## config.mk

```make
export PLATFORM = sky130hd
export DESIGN_NAME = psi_phase_ctl
export DESIGN_NICKNAME = d
export VERILOG_FILES = /design/src/rtl/psi_phase_ctl.sv
export SDC_FILE = /design/constraint.sdc
export NUM_CORES = 1
export LEC_CHECK = 0
export BUFFER_PORTS_ARGS = -buffer_cell sky130_fd_sc_hd__buf_2
export CAP_MARGIN = 20
export CORE_MARGIN = 5
export CORE_UTILIZATION = 42
export CTS_BUF_LIST = sky130_fd_sc_hd__clkbuf_8 sky130_fd_sc_hd__clkbuf_16
export CTS_CLUSTER_DIAMETER = 40
export CTS_CLUSTER_SIZE = 16
export DETAILED_ROUTE_END_ITERATION = 16
export PLACE_DENSITY = 0.93
export SLEW_MARGIN = 10
export SYNTH_ARGS = -nofsm -noshare
export SYNTH_HDL_FRONTEND = slang
export SYNTH_SLANG_ARGS = --single-unit
```

## constraint.sdc

```tcl
create_clock -name clk -period 2.05 [get_ports clk]
set_input_delay 0.1025 -clock clk [delete_from_list [all_inputs] [get_ports clk]]
set_output_delay 0.1025 -clock clk [all_outputs]
set_load 0.02 [all_outputs]
```

## src/rtl/psi_phase_ctl.sv

```systemverilog
module psi_phase_ctl #(
  parameter int CORE_PH = 3,
  parameter int AUX_PH  = 2,
  parameter int PCT_W   = 8,
  parameter int STEP    = 20
) (
  input  logic                    clk,
  input  logic                    rst_n,
  input  logic                    upd,
  input  logic                    sel_core,
  input  logic                    sel_aux,
  input  logic                    psi_deep_n,
  input  logic                    psi_light_n,
  input  logic [2:0]              trim,
  output logic [2*CORE_PH-1:0]    core_mode,
  output logic [CORE_PH-1:0]      core_en,
  output logic [2*AUX_PH-1:0]     aux_mode,
  output logic [AUX_PH-1:0]       aux_en,
  output logic signed [PCT_W-1:0] core_pct,
  output logic                    core_ll_off,
  output logic signed [PCT_W-1:0] aux_pct,
  output logic                    aux_ll_off
);

  localparam logic [1:0] M_OFF = 2'b00;
  localparam logic [1:0] M_CCM = 2'b01;
  localparam logic [1:0] M_DE  = 2'b10;
  localparam logic [2:0] TRIM_NEUTRAL = 3'b011;

  // level bit 1: deep flag asserted, bit 0: light flag asserted
  logic [1:0] core_lvl, aux_lvl;
  logic [2:0] core_trim, aux_trim;

  wire core_we = upd && sel_core;
  wire aux_we  = upd && sel_aux;
  wire [1:0] lvl_in = {~psi_deep_n, ~psi_light_n};

  always_ff @(posedge clk or negedge rst_n) begin
    if (!rst_n) begin
      core_lvl  <= 2'b00;
      aux_lvl   <= 2'b00;
      core_trim <= TRIM_NEUTRAL;
      aux_trim  <= TRIM_NEUTRAL;
    end else begin
      if (core_we) begin
        core_lvl  <= lvl_in;
        core_trim <= trim;
      end
      if (aux_we) begin
        aux_lvl  <= lvl_in;
        aux_trim <= trim;
      end
    end
  end

  function automatic logic shed(input logic [1:0] lvl);
    case (lvl)
      2'b10, 2'b11: shed = 1'b1;
      default:      shed = 1'b0;
    endcase
  endfunction

  function automatic logic [1:0] ph_mode(input logic shd, input int idx);
    if (!shd)          ph_mode = M_CCM;
    else if (idx == 0) ph_mode = M_DE;
    else               ph_mode = M_OFF;
  endfunction

  function automatic logic signed [PCT_W-1:0] trim_pct(input logic [2:0] c);
    case (c)
      3'd1:    trim_pct = PCT_W'(-2 * STEP);
      3'd2:    trim_pct = PCT_W'(-1 * STEP);
      3'd4:    trim_pct = PCT_W'(1 * STEP);
      3'd5:    trim_pct = PCT_W'(2 * STEP);
      3'd6:    trim_pct = PCT_W'(3 * STEP);
      3'd7:    trim_pct = PCT_W'(4 * STEP);
      default: trim_pct = '0;
    endcase
  endfunction

  wire core_shed = shed(core_lvl);
  wire aux_shed  = shed(aux_lvl);

  for (genvar i = 0; i < CORE_PH; i++) begin : g_core
    assign core_mode[2*i +: 2] = ph_mode(core_shed, i);
    assign core_en[i]          = !core_shed || (i == 0);
  end

  for (genvar i = 0; i < AUX_PH; i++) begin : g_aux
    assign aux_mode[2*i +: 2] = ph_mode(aux_shed, i);
    assign aux_en[i]          = !aux_shed || (i == 0);
  end

  assign core_pct    = trim_pct(core_trim);
  assign aux_pct     = trim_pct(aux_trim);
  assign core_ll_off = (core_trim == 3'b000);
  assign aux_ll_off  = (aux_trim == 3'b000);

endmodule

```

==> flow_summary.ini, run 1 <==
[synthesis]
syn_inst = 70
synth.distinct_cells = 20
ys_warn_count = 0
syn_area_per_cell_um2 = 8.81
ys_seq_area_frac = 0.333
ys_ff_latch = 8
synth_area_um2 = 617

[die]
die_area_um2 = 2340
initial_core_util = 0.457
rows = 13
die_x_um = 48.3
core-area_um2 = 1350
ios = 43
fp.dieH_um = 48.3

[pwr]
p_per_area_nw_per_um2 = 1040
ir_drop_v = 0.000555
p_leak_uw = 0.000399
finalPower_uw = 751

[clocking]
tritoncts = done
cts.clk_slew.worst_paths_ns = 0.04
cts_max_level = 1
root_buffer = clkbuf_8
cts_sinks = 8
cts_buffers = 3
clock_latency_ns = 0.22
clockBufferDepth = 2
cts_resized = 0

[sta]
drv_slew = 0
finClkSkew_ns = 0
min_period_ns = 1.39
fmax_ghz = 0.718
rsz0062_at_grt = no
tns_ns = 0
hold_viol_final = 0
period_share = 0.679
setup_viol_count_final = 0

[worst_hold_path]
worst_hold_path_type = input port to flip-flop

[detailed_routing]
ant_nets = 0
first_iter_violations = 8
drt-total-wl_mm = 1.16
first_pass_iters = 4
viasPerCell = 4.60
num_vias = 483
routedWlPerCell_um = 11.1
drcViolationCount = 0

[run_status]
status = finished clean

[placed_design]
dp_hpwl_um = 953
port_buffers = 32
gp_congestion = 0.762

[layout]
nNetsFinal = 102
antenna_cells = 0
drive_above_1_share = 0.456
area_growth_pct = 16.6
nFillCells = 118

[global_routing]
grt_pass1_wl_mm = 1.76
track_usage = 0.0945
grt_max_degree = 9
grt_pass1_vias = 380
grt_overflow_total = 0
grt_antenna_before_repair = 0

[worst_setup_path]
worst-setup-path-type = flip-flop to output pin
reg2reg_slack_ns = 1.15
cp_data_required_time_ns = 1.95
critPathCaptureType = output pin
start_kind = flip-flop
cp_data_arrival_time_ns = 1.29
path_max_fanout = 7

[flow_run]
maxCapViolCount = 0
## critical path, stage by stage, from the launching register on
cell,delay [ns]
dfstp_2,0.57
nand2b_1,0.19
xnor2_1,0.13
buf_2,0.18
## cell families after synthesis
logic type,share of synthesized area
DFF,0.333
AOI/OAI and AO/OA,0.0365
muxes,0.158
and+or+nand+nor,0.130
buffers and inverters,0.274
xor gates and xnor gates,0.0568
other,0.0122
## Yosys cell counts
library cell	instances	share of area
clkbuf_1	3	0.018
nor2_1	5	0.030
nor3_1	2	0.016
nand2b_1	3	0.030
a21oi_1	1	0.0081
xnor2_1	4	0.057
dfrtp_1	4	0.16
nand2_1	2	0.012
nand2_2	2	0.020
nand3_1	1	0.0081
buf_4	17	0.21
mux2i_1	3	0.049
dfstp_2	4	0.17
inv_1	4	0.024
a21o_1	1	0.012
o21ai_0	2	0.016
nor3b_1	1	0.012
mux2_1	6	0.11
conb_1	2	0.012
buf_2	3	0.024
## stage by stage
| stage | hold WS, ns | area (um2) | cells | setup WS, ns | util |
|---|---|---|---|---|---|
| floorplan | -0.193 | 643 | 77 | 0.712 | - |
| global placement | -0.0530 | 668 | 101 | 0.915 | 0.495 |
| detailed placement | -0.0534 | 668 | 101 | 0.891 | 0.495 |
| CTS | 0.0609 | 719 | 105 | 0.648 | 0.533 |
| global route | 0.0635 | 719 | 105 | 0.590 | 0.533 |
| finish | 0.0622 | 719 | 105 | 0.658 | 0.533 |
## flip-flops by register name (all words and copies together), names as in the netlist
signal and cells:
core_trim 3, aux_lvl 1, aux_trim 3, core_lvl 1
## placed cells by master (no fill, tap or decap)
cell           instances
o21ai_0                2
dfstp_2                4
mux2i_1                3
nor3_1                 2
buf_2                 32
nand3_1                1
clkbuf_8               3
mux2_1                 6
xnor2_1                4
dfrtp_1                4
nand2_2                2
inv_1                  4
conb_1                 9
nand2_1                2
nor3b_1                1
nand2b_1               3
nor2_1                 5
a21o_1                 1
dlygate4sd3_1          1
a21oi_1                1
## report_power, final
group	internal [uW]	switching, uW	total (uW)
combinational	119	216	336
clock	127	58.8	186
sequential	192	38.1	230
total	438	313	751
## path summary, 6_finish.rpt
kind,startpoint,to,cells past startpoint
max,aux_trim[1],aux_pct[4],3
min,psi_deep_n,core_lvl[1],2
max reg2reg,aux_trim[2],aux_trim[2],1
min reg2reg,aux_lvl[1],aux_lvl[1],2
max in group asynchronous,rst_n,aux_trim[1],2
min in group asynchronous,rst_n,core_trim[2],2
## cell type report
type	instances	area [um2]	share of cell area
multi-input cells	42	269	0.374
flip-flops and latches	8	205	0.285
repair buffers	33	170	0.237
clock buffers	3	41.3	0.0574
well taps	15	18.8	0.0261
inverters	4	15.0	0.0209
## timing repair
| item | 4_1_cts | 5_1_grt |
|---|---|---|
| hold buffers | 1 | 0 |
| endpoints found under the setup margin | 0 | 0 |
| hold endpoints to repair | 8 | 0 |
| setup buffers | 0 | 0 |
## layer usage
| layer | wire length, um | track usage | vias up |
|---|---|---|---|
| met5 | 0 | 0 | - |
| met4 | 30 | 0.0691 | 0 |
| met1 | 426 | 0.108 | 213 |
| met2 | 550 | 0.152 | 33 |
| met3 | 158 | 0.0214 | 4 |
| li1 | - | - | 233 |
(Power assumes the default switching activity.)
==> run 2: changes to the inputs <==
--- a/config.mk
+++ b/config.mk
@@ -8,12 +8,12 @@
 export BUFFER_PORTS_ARGS = -buffer_cell sky130_fd_sc_hd__buf_2
 export CAP_MARGIN = 20
 export CORE_MARGIN = 5
-export CORE_UTILIZATION = 42
+export CORE_UTILIZATION = 39
 export CTS_BUF_LIST = sky130_fd_sc_hd__clkbuf_8 sky130_fd_sc_hd__clkbuf_16
 export CTS_CLUSTER_DIAMETER = 40
 export CTS_CLUSTER_SIZE = 16
 export DETAILED_ROUTE_END_ITERATION = 16
-export PLACE_DENSITY = 0.93
+export PLACE_DENSITY = 0.88
 export SLEW_MARGIN = 10
 export SYNTH_ARGS = -nofsm -noshare
 export SYNTH_HDL_FRONTEND = slang
==> constraint.sdc (replaced) <==
create_clock -name clk -period 1.3 [get_ports clk]
set_input_delay 0.065 -clock clk [delete_from_list [all_inputs] [get_ports clk]]
set_output_delay 0.065 -clock clk [all_outputs]
set_load 0.02 [all_outputs]
==> run 2 against run 1 <==
Final cell count is 4.8% higher. Sequential power up 62%. Die area grew 6.1%. Wire length rose by 4.0%. Register-to-register slack lost 0.78 ns. Flip-flop and latch count is the same. Critical path depth unchanged. First-iteration DRC count down 88%. Combinational power rose by 90%. Total power grew 73%. Global-route usage is 0.14 points higher. Design area is 14% higher.
==> flow_summary.ini, run 2 (synthesis gave the netlist of run 1 again) <==
[clocking]
cts_max_level = 1
tritoncts = done
clock_latency_ns = 0.22
clockBufferDepth = 2
root_buffer = clkbuf_8
cts.clk_slew.worst_paths_ns = 0.04
cts_buffers = 3
cts_sinks = 8

[die]
ios = 43
rows = 14
fp.dieH_um = 49.8
die_x_um = 49.8
initial_core_util = 0.409
die_area_um2 = 2480
core-area_um2 = 1510

[pwr]
p_leak_uw = 0.000456
cell_internal_pwr_uw = 784
swShare = 0.397
p_seq_frac = 0.287
ir_drop_v = 0.000823
clockPowerShare = 0.222
p_per_area_nw_per_um2 = 1590
p_switching_uw = 516
p_comb_frac = 0.491

[layout]
antenna_cells = 0
area_growth_pct = 32.9
final_cell_area_um2 = 820
final_common_cell = buf_2
biggestRegsByFlops = aux_trim x3, core_trim x3
instances_no_fill = 110
final_cell_mix = 25 x buf_2, 9 x conb_1, 9 x buf_4
drive_above_1_share = 0.553
nNetsFinal = 106

[worst_hold_path]
hold_end = aux_lvl[1]
min_path_cells = 2
min_from = psi_deep_n
worst_hold_path_type = input port to flip-flop

[flow_run]
maxCapViolCount = 0

[detailed_routing]
first_iter_violations = 1
routedWlPerCell_um = 11.0
drcViolationCount = 0
num_vias = 496
first_pass_iters = 2
drt-total-wl_mm = 1.21
viasPerCell = 4.51
ant_nets = 0

[worst_setup_path]
path_buf_inv = 1
critPathCaptureType = output pin
cp_data_arrival_time_ns = 1.23
path_delay_family = flip-flops
worst-setup-path-type = flip-flop to output pin
r2r_start = core_trim[2]
path_max_fanout = 6
reg2reg_slack_ns = 0.37
start_kind = flip-flop
r2r-end = core_trim[2]
critPathMaxStageDelay_ns = 0.60
crit_chain = nand2b_4 -> xnor2_2 -> buf_4
worst_r2r_path_depth = 1
cp_data_required_time_ns = 1.24
critPathSlowestCell = dfstp_2

[global_routing]
grt_antenna_before_repair = 0
grt_overflow_total = 0
grt_max_degree = 9
track_usage = 0.0960
grt_pass1_vias = 460
grt_pass1_wl_mm = 1.90

[sta]
rsz0062_at_grt = yes
drv_slew = 0
period_share = 0.997
setup_viol_count_final = 0
hold_viol_final = 0
finClkSkew_ns = 0
fmax_ghz = 0.772
min_period_ns = 1.30

[placed_design]
dp_hpwl_um = 946
dp.cells = 102
gp_congestion = 0.666
port_buffers = 32
place_area_um2 = 669

[run_status]
status = finished clean
==> run 2: changes by cell type in the layout (fill, tap and decap cells not counted) <==
| cell | before | now |
|---|---|---|
| buf_4 | 0 | 9 |
| buf_2 | 32 | 25 |
| xnor2_1 | 4 | 1 |
| xnor2_2 | 0 | 3 |
| buf_6 | 0 | 2 |
| nand2b_1 | 3 | 1 |
| nand2b_4 | 0 | 2 |
| dfrtp_1 | 4 | 3 |
| dfrtp_2 | 0 | 1 |
| nor3b_1 | 1 | 0 |
| nor3b_2 | 0 | 1 |
| o21ai_0 | 2 | 1 |
| o21ai_1 | 0 | 1 |
==> run 2: through the flow <==
stage          setup TNS (ns)  setup WS (ns)  total power [uW]  hold WS [ns]  utilization
2_1_floorplan               0         0.0781               804        -0.231            -
3_3_place_gp                0          0.199               883       -0.0938        0.444
3_5_place_dp                0          0.173               896       -0.0867        0.444
4_1_cts                     0       0.000218              1240        0.0258        0.505
5_1_grt                -0.294        -0.0617              1380        0.0494        0.544
6_report                    0        0.00441              1300        0.0279        0.544
==> run 2: cell type report <==
cell class,instances,area (um2)
Fill cell,144,687
Multi-Input combinational cell,42,312
Timing Repair Buffer,37,225
Sequential cell,8,206
Clock buffer,3,41.3
Tap cell,16,20.0
Inverter,4,15.0
==> run 2: worst max path at each step <==
stage            startpoint          end  slack (ns)  cells past startpoint
2_1_floorplan   aux_trim[0]   aux_pct[5]        0.08                      2
3_5_place_dp    aux_trim[1]   aux_pct[4]        0.17                      3
5_1_grt        core_trim[1]  core_pct[4]       -0.06                      3
4_1_cts         aux_trim[1]   aux_pct[6]      0.0002                      3
6_report       core_trim[1]  core_pct[4]       0.004                      3
3_3_place_gp    aux_trim[1]   aux_pct[4]        0.20                      3
==> run 2: repair_timing <==
item,CTS,global route
endpoints found under the setup margin,6,10
hold buffers,1,0
setup buffers,2,2
gates resized for setup,5,11
gates cloned,0,0
hold endpoints to repair,8,0
==> run 2: power groups by stage <==
stage	logic (uW)	registers (uW)	clock network (uW)
detailed placement	530	366	0
floorplan	482	322	0
global placement	521	361	0
global route	679	384	321
CTS	573	367	300
finish	638	373	288
==> run 2: metal layers <==
| layer | GRT usage | up-vias | share of wire | wire length [um] |
|---|---|---|---|---|
| met5 | 0 | - | 0 | 0 |
| met4 | 0.0655 | 0 | 0.023 | 28 |
| li1 | - | 238 | - | - |
| met1 | 0.100 | 217 | 0.36 | 433 |
| met3 | 0.0181 | 4 | 0.15 | 181 |
| met2 | 0.169 | 37 | 0.47 | 568 |
==> run 3: changes to the inputs <==
--- a/config.mk
+++ b/config.mk
@@ -8,12 +8,12 @@
 export BUFFER_PORTS_ARGS = -buffer_cell sky130_fd_sc_hd__buf_2
 export CAP_MARGIN = 20
 export CORE_MARGIN = 5
-export CORE_UTILIZATION = 39
+export CORE_UTILIZATION = 35
 export CTS_BUF_LIST = sky130_fd_sc_hd__clkbuf_8 sky130_fd_sc_hd__clkbuf_16
 export CTS_CLUSTER_DIAMETER = 40
 export CTS_CLUSTER_SIZE = 16
 export DETAILED_ROUTE_END_ITERATION = 16
-export PLACE_DENSITY = 0.88
+export PLACE_DENSITY = 0.81
 export SLEW_MARGIN = 10
 export SYNTH_ARGS = -nofsm -noshare
 export SYNTH_HDL_FRONTEND = slang
==> constraint.sdc (replaced) <==
create_clock -name clk -period 1.5 [get_ports clk]
set_input_delay 0.075 -clock clk [delete_from_list [all_inputs] [get_ports clk]]
set_output_delay 0.075 -clock clk [all_outputs]
set_load 0.02 [all_outputs]
==> run 3 against run 2 <==
Clock skew stayed put. Flip-flop and latch count stayed put. Wire length is 5.8% lower. Sequential power is 16% lower. Global-route usage is 0.37 points lower. Combinational power is 29% lower. Sequential share of layout area is 2.8 points higher. Register-to-register slack better by 0.21 ns. Largest power group unchanged.
==> flow_summary.ini, run 3 (synthesis gave the netlist of run 1 again) <==
[run_status]
status = finished clean

[global_routing]
grt_antenna_before_repair = 0
grt_pass1_vias = 471
grt_pass1_wl_mm = 1.80
grt_max_degree = 9
grt_overflow_total = 0
track_usage = 0.0923

[pwr]
ir_drop_v = 0.000607
p_leak_uw = 0.000399
p_per_area_nw_per_um2 = 1390
finalPower_uw = 1020

[worst_setup_path]
critPathCaptureType = output pin
path_max_fanout = 7
cp_data_arrival_time_ns = 1.28
worst_r2r_path_depth = 1
reg2reg_slack_ns = 0.58
r2r_start = core_trim[2]
start_kind = flip-flop
cp_data_required_time_ns = 1.42
r2r-end = core_trim[2]
worst-setup-path-type = flip-flop to output pin

[clocking]
post_cts_buffers = 0
cts.clk_slew.worst_paths_ns = 0.04
cts_sinks = 8
cts_buffers = 3
cts_max_level = 1
tritoncts = done
clock_latency_ns = 0.22
cts_resized = 0
root_buffer = clkbuf_8
clockBufferDepth = 2

[worst_hold_path]
hold_end = core_lvl[1]
min_from = psi_deep_n
worst_hold_path_type = input port to flip-flop
min_path_cells = 2

[detailed_routing]
drcViolationCount = 0
first_pass_iters = 4
routedWlPerCell_um = 9.92
ant_nets = 0
first_iter_violations = 2
viasPerCell = 4.08
num_vias = 469
drt-total-wl_mm = 1.14

[sta]
min_period_ns = 1.36
hold_viol_final = 0
rsz0062_at_grt = no
finClkSkew_ns = 0
fmax_ghz = 0.736
setup_viol_count_final = 0
period_share = 0.905
drv_slew = 0
tns_ns = 0

[die]
core-area_um2 = 1710
die_x_um = 52.0
rows = 15
fp.dieH_um = 52.0
initial_core_util = 0.361
ios = 43
die_area_um2 = 2700

[layout]
area_growth_pct = 18.7
register_area_um2 = 205
multi_input_area_um2 = 269
final_cell_area_um2 = 732
drive_above_1_share = 0.456
fin_util = 0.429
final_common_cell = buf_2
nFillCells = 183
antenna_cells = 0
biggestRegsByFlops = aux_trim x3, core_trim x3
instances_no_fill = 115
final_cell_mix = 32 x buf_2, 9 x conb_1, 6 x mux2_1
nNetsFinal = 102

[flow_run]
maxCapViolCount = 0

[placed_design]
gp_congestion = 0.671
dp.cells = 111
port_buffers = 32
place_area_um2 = 681
run 3: cell types whose count changed in the layout (fill, tap and decap cells not counted), moves of 3 or more:
| cell | change |
|---|---|
| xnor2_2 | -3 |
| buf_4 | -9 |
| buf_2 | +7 |
| xnor2_1 | +3 |
run 3: what timing repair did:
item,CTS,global route
setup endpoints to repair,0,0
endpoints found under the hold margin,8,0
hold buffers,1,0
run 3: layout make-up:
cell class,instances,share of cell area
Multi-Input combinational cell,42,0.368
Sequential cell,8,0.280
Clock buffer,3,0.0564
Inverter,4,0.0205
Timing Repair Buffer,33,0.232
Tap cell,25,0.0427
run 3: worst max-delay path by stage:
| stage | cells past startpoint | slack (ns) | to | from |
|---|---|---|---|---|
| after detailed placement | 3 | 0.36 | aux_pct[4] | aux_trim[1] |
| after CTS | 3 | 0.11 | aux_pct[4] | aux_trim[1] |
| after floorplan | 3 | 0.19 | core_pct[6] | core_trim[1] |
| after global placement | 3 | 0.38 | aux_pct[4] | aux_trim[1] |
| final | 3 | 0.14 | aux_pct[4] | aux_trim[1] |
| after global routing | 3 | 0.04 | core_pct[6] | core_trim[0] |
run 3: worst max-delay path: stages, from the launching register on:
cell      delay (ns)
dfstp_2         0.57
nand2b_1        0.18
xnor2_1         0.13
buf_2           0.18
run 3: metal layers:
layer	vias to the layer above	share of wire	routed length (um)	track usage
met5	-	0	0	0
met4	0	0.025	29	0.0655
met3	3	0.17	189	0.0372
met2	37	0.41	473	0.153
met1	198	0.39	448	0.0928
li1	231	-	-	-
run 3: report_power, final:
part / switching (uW) / leakage (uW) / internal, uW / total [uW]
combinational: 291 / 0.000289 / 163 / 454
clock: 79.9 / 0.0000216 / 173 / 253
sequential: 51.3 / 0.0000887 / 262 / 313
total: 422 / 0.000399 / 599 / 1020
run 3: metrics by stage:
stage / setup WS, ns / hold slack [ns]
finish: 0.142 / 0.0395
global placement: 0.383 / -0.0853
detailed placement: 0.360 / -0.0769
CTS: 0.115 / 0.0412
global route: 0.0433 / 0.0614
floorplan: 0.190 / -0.221
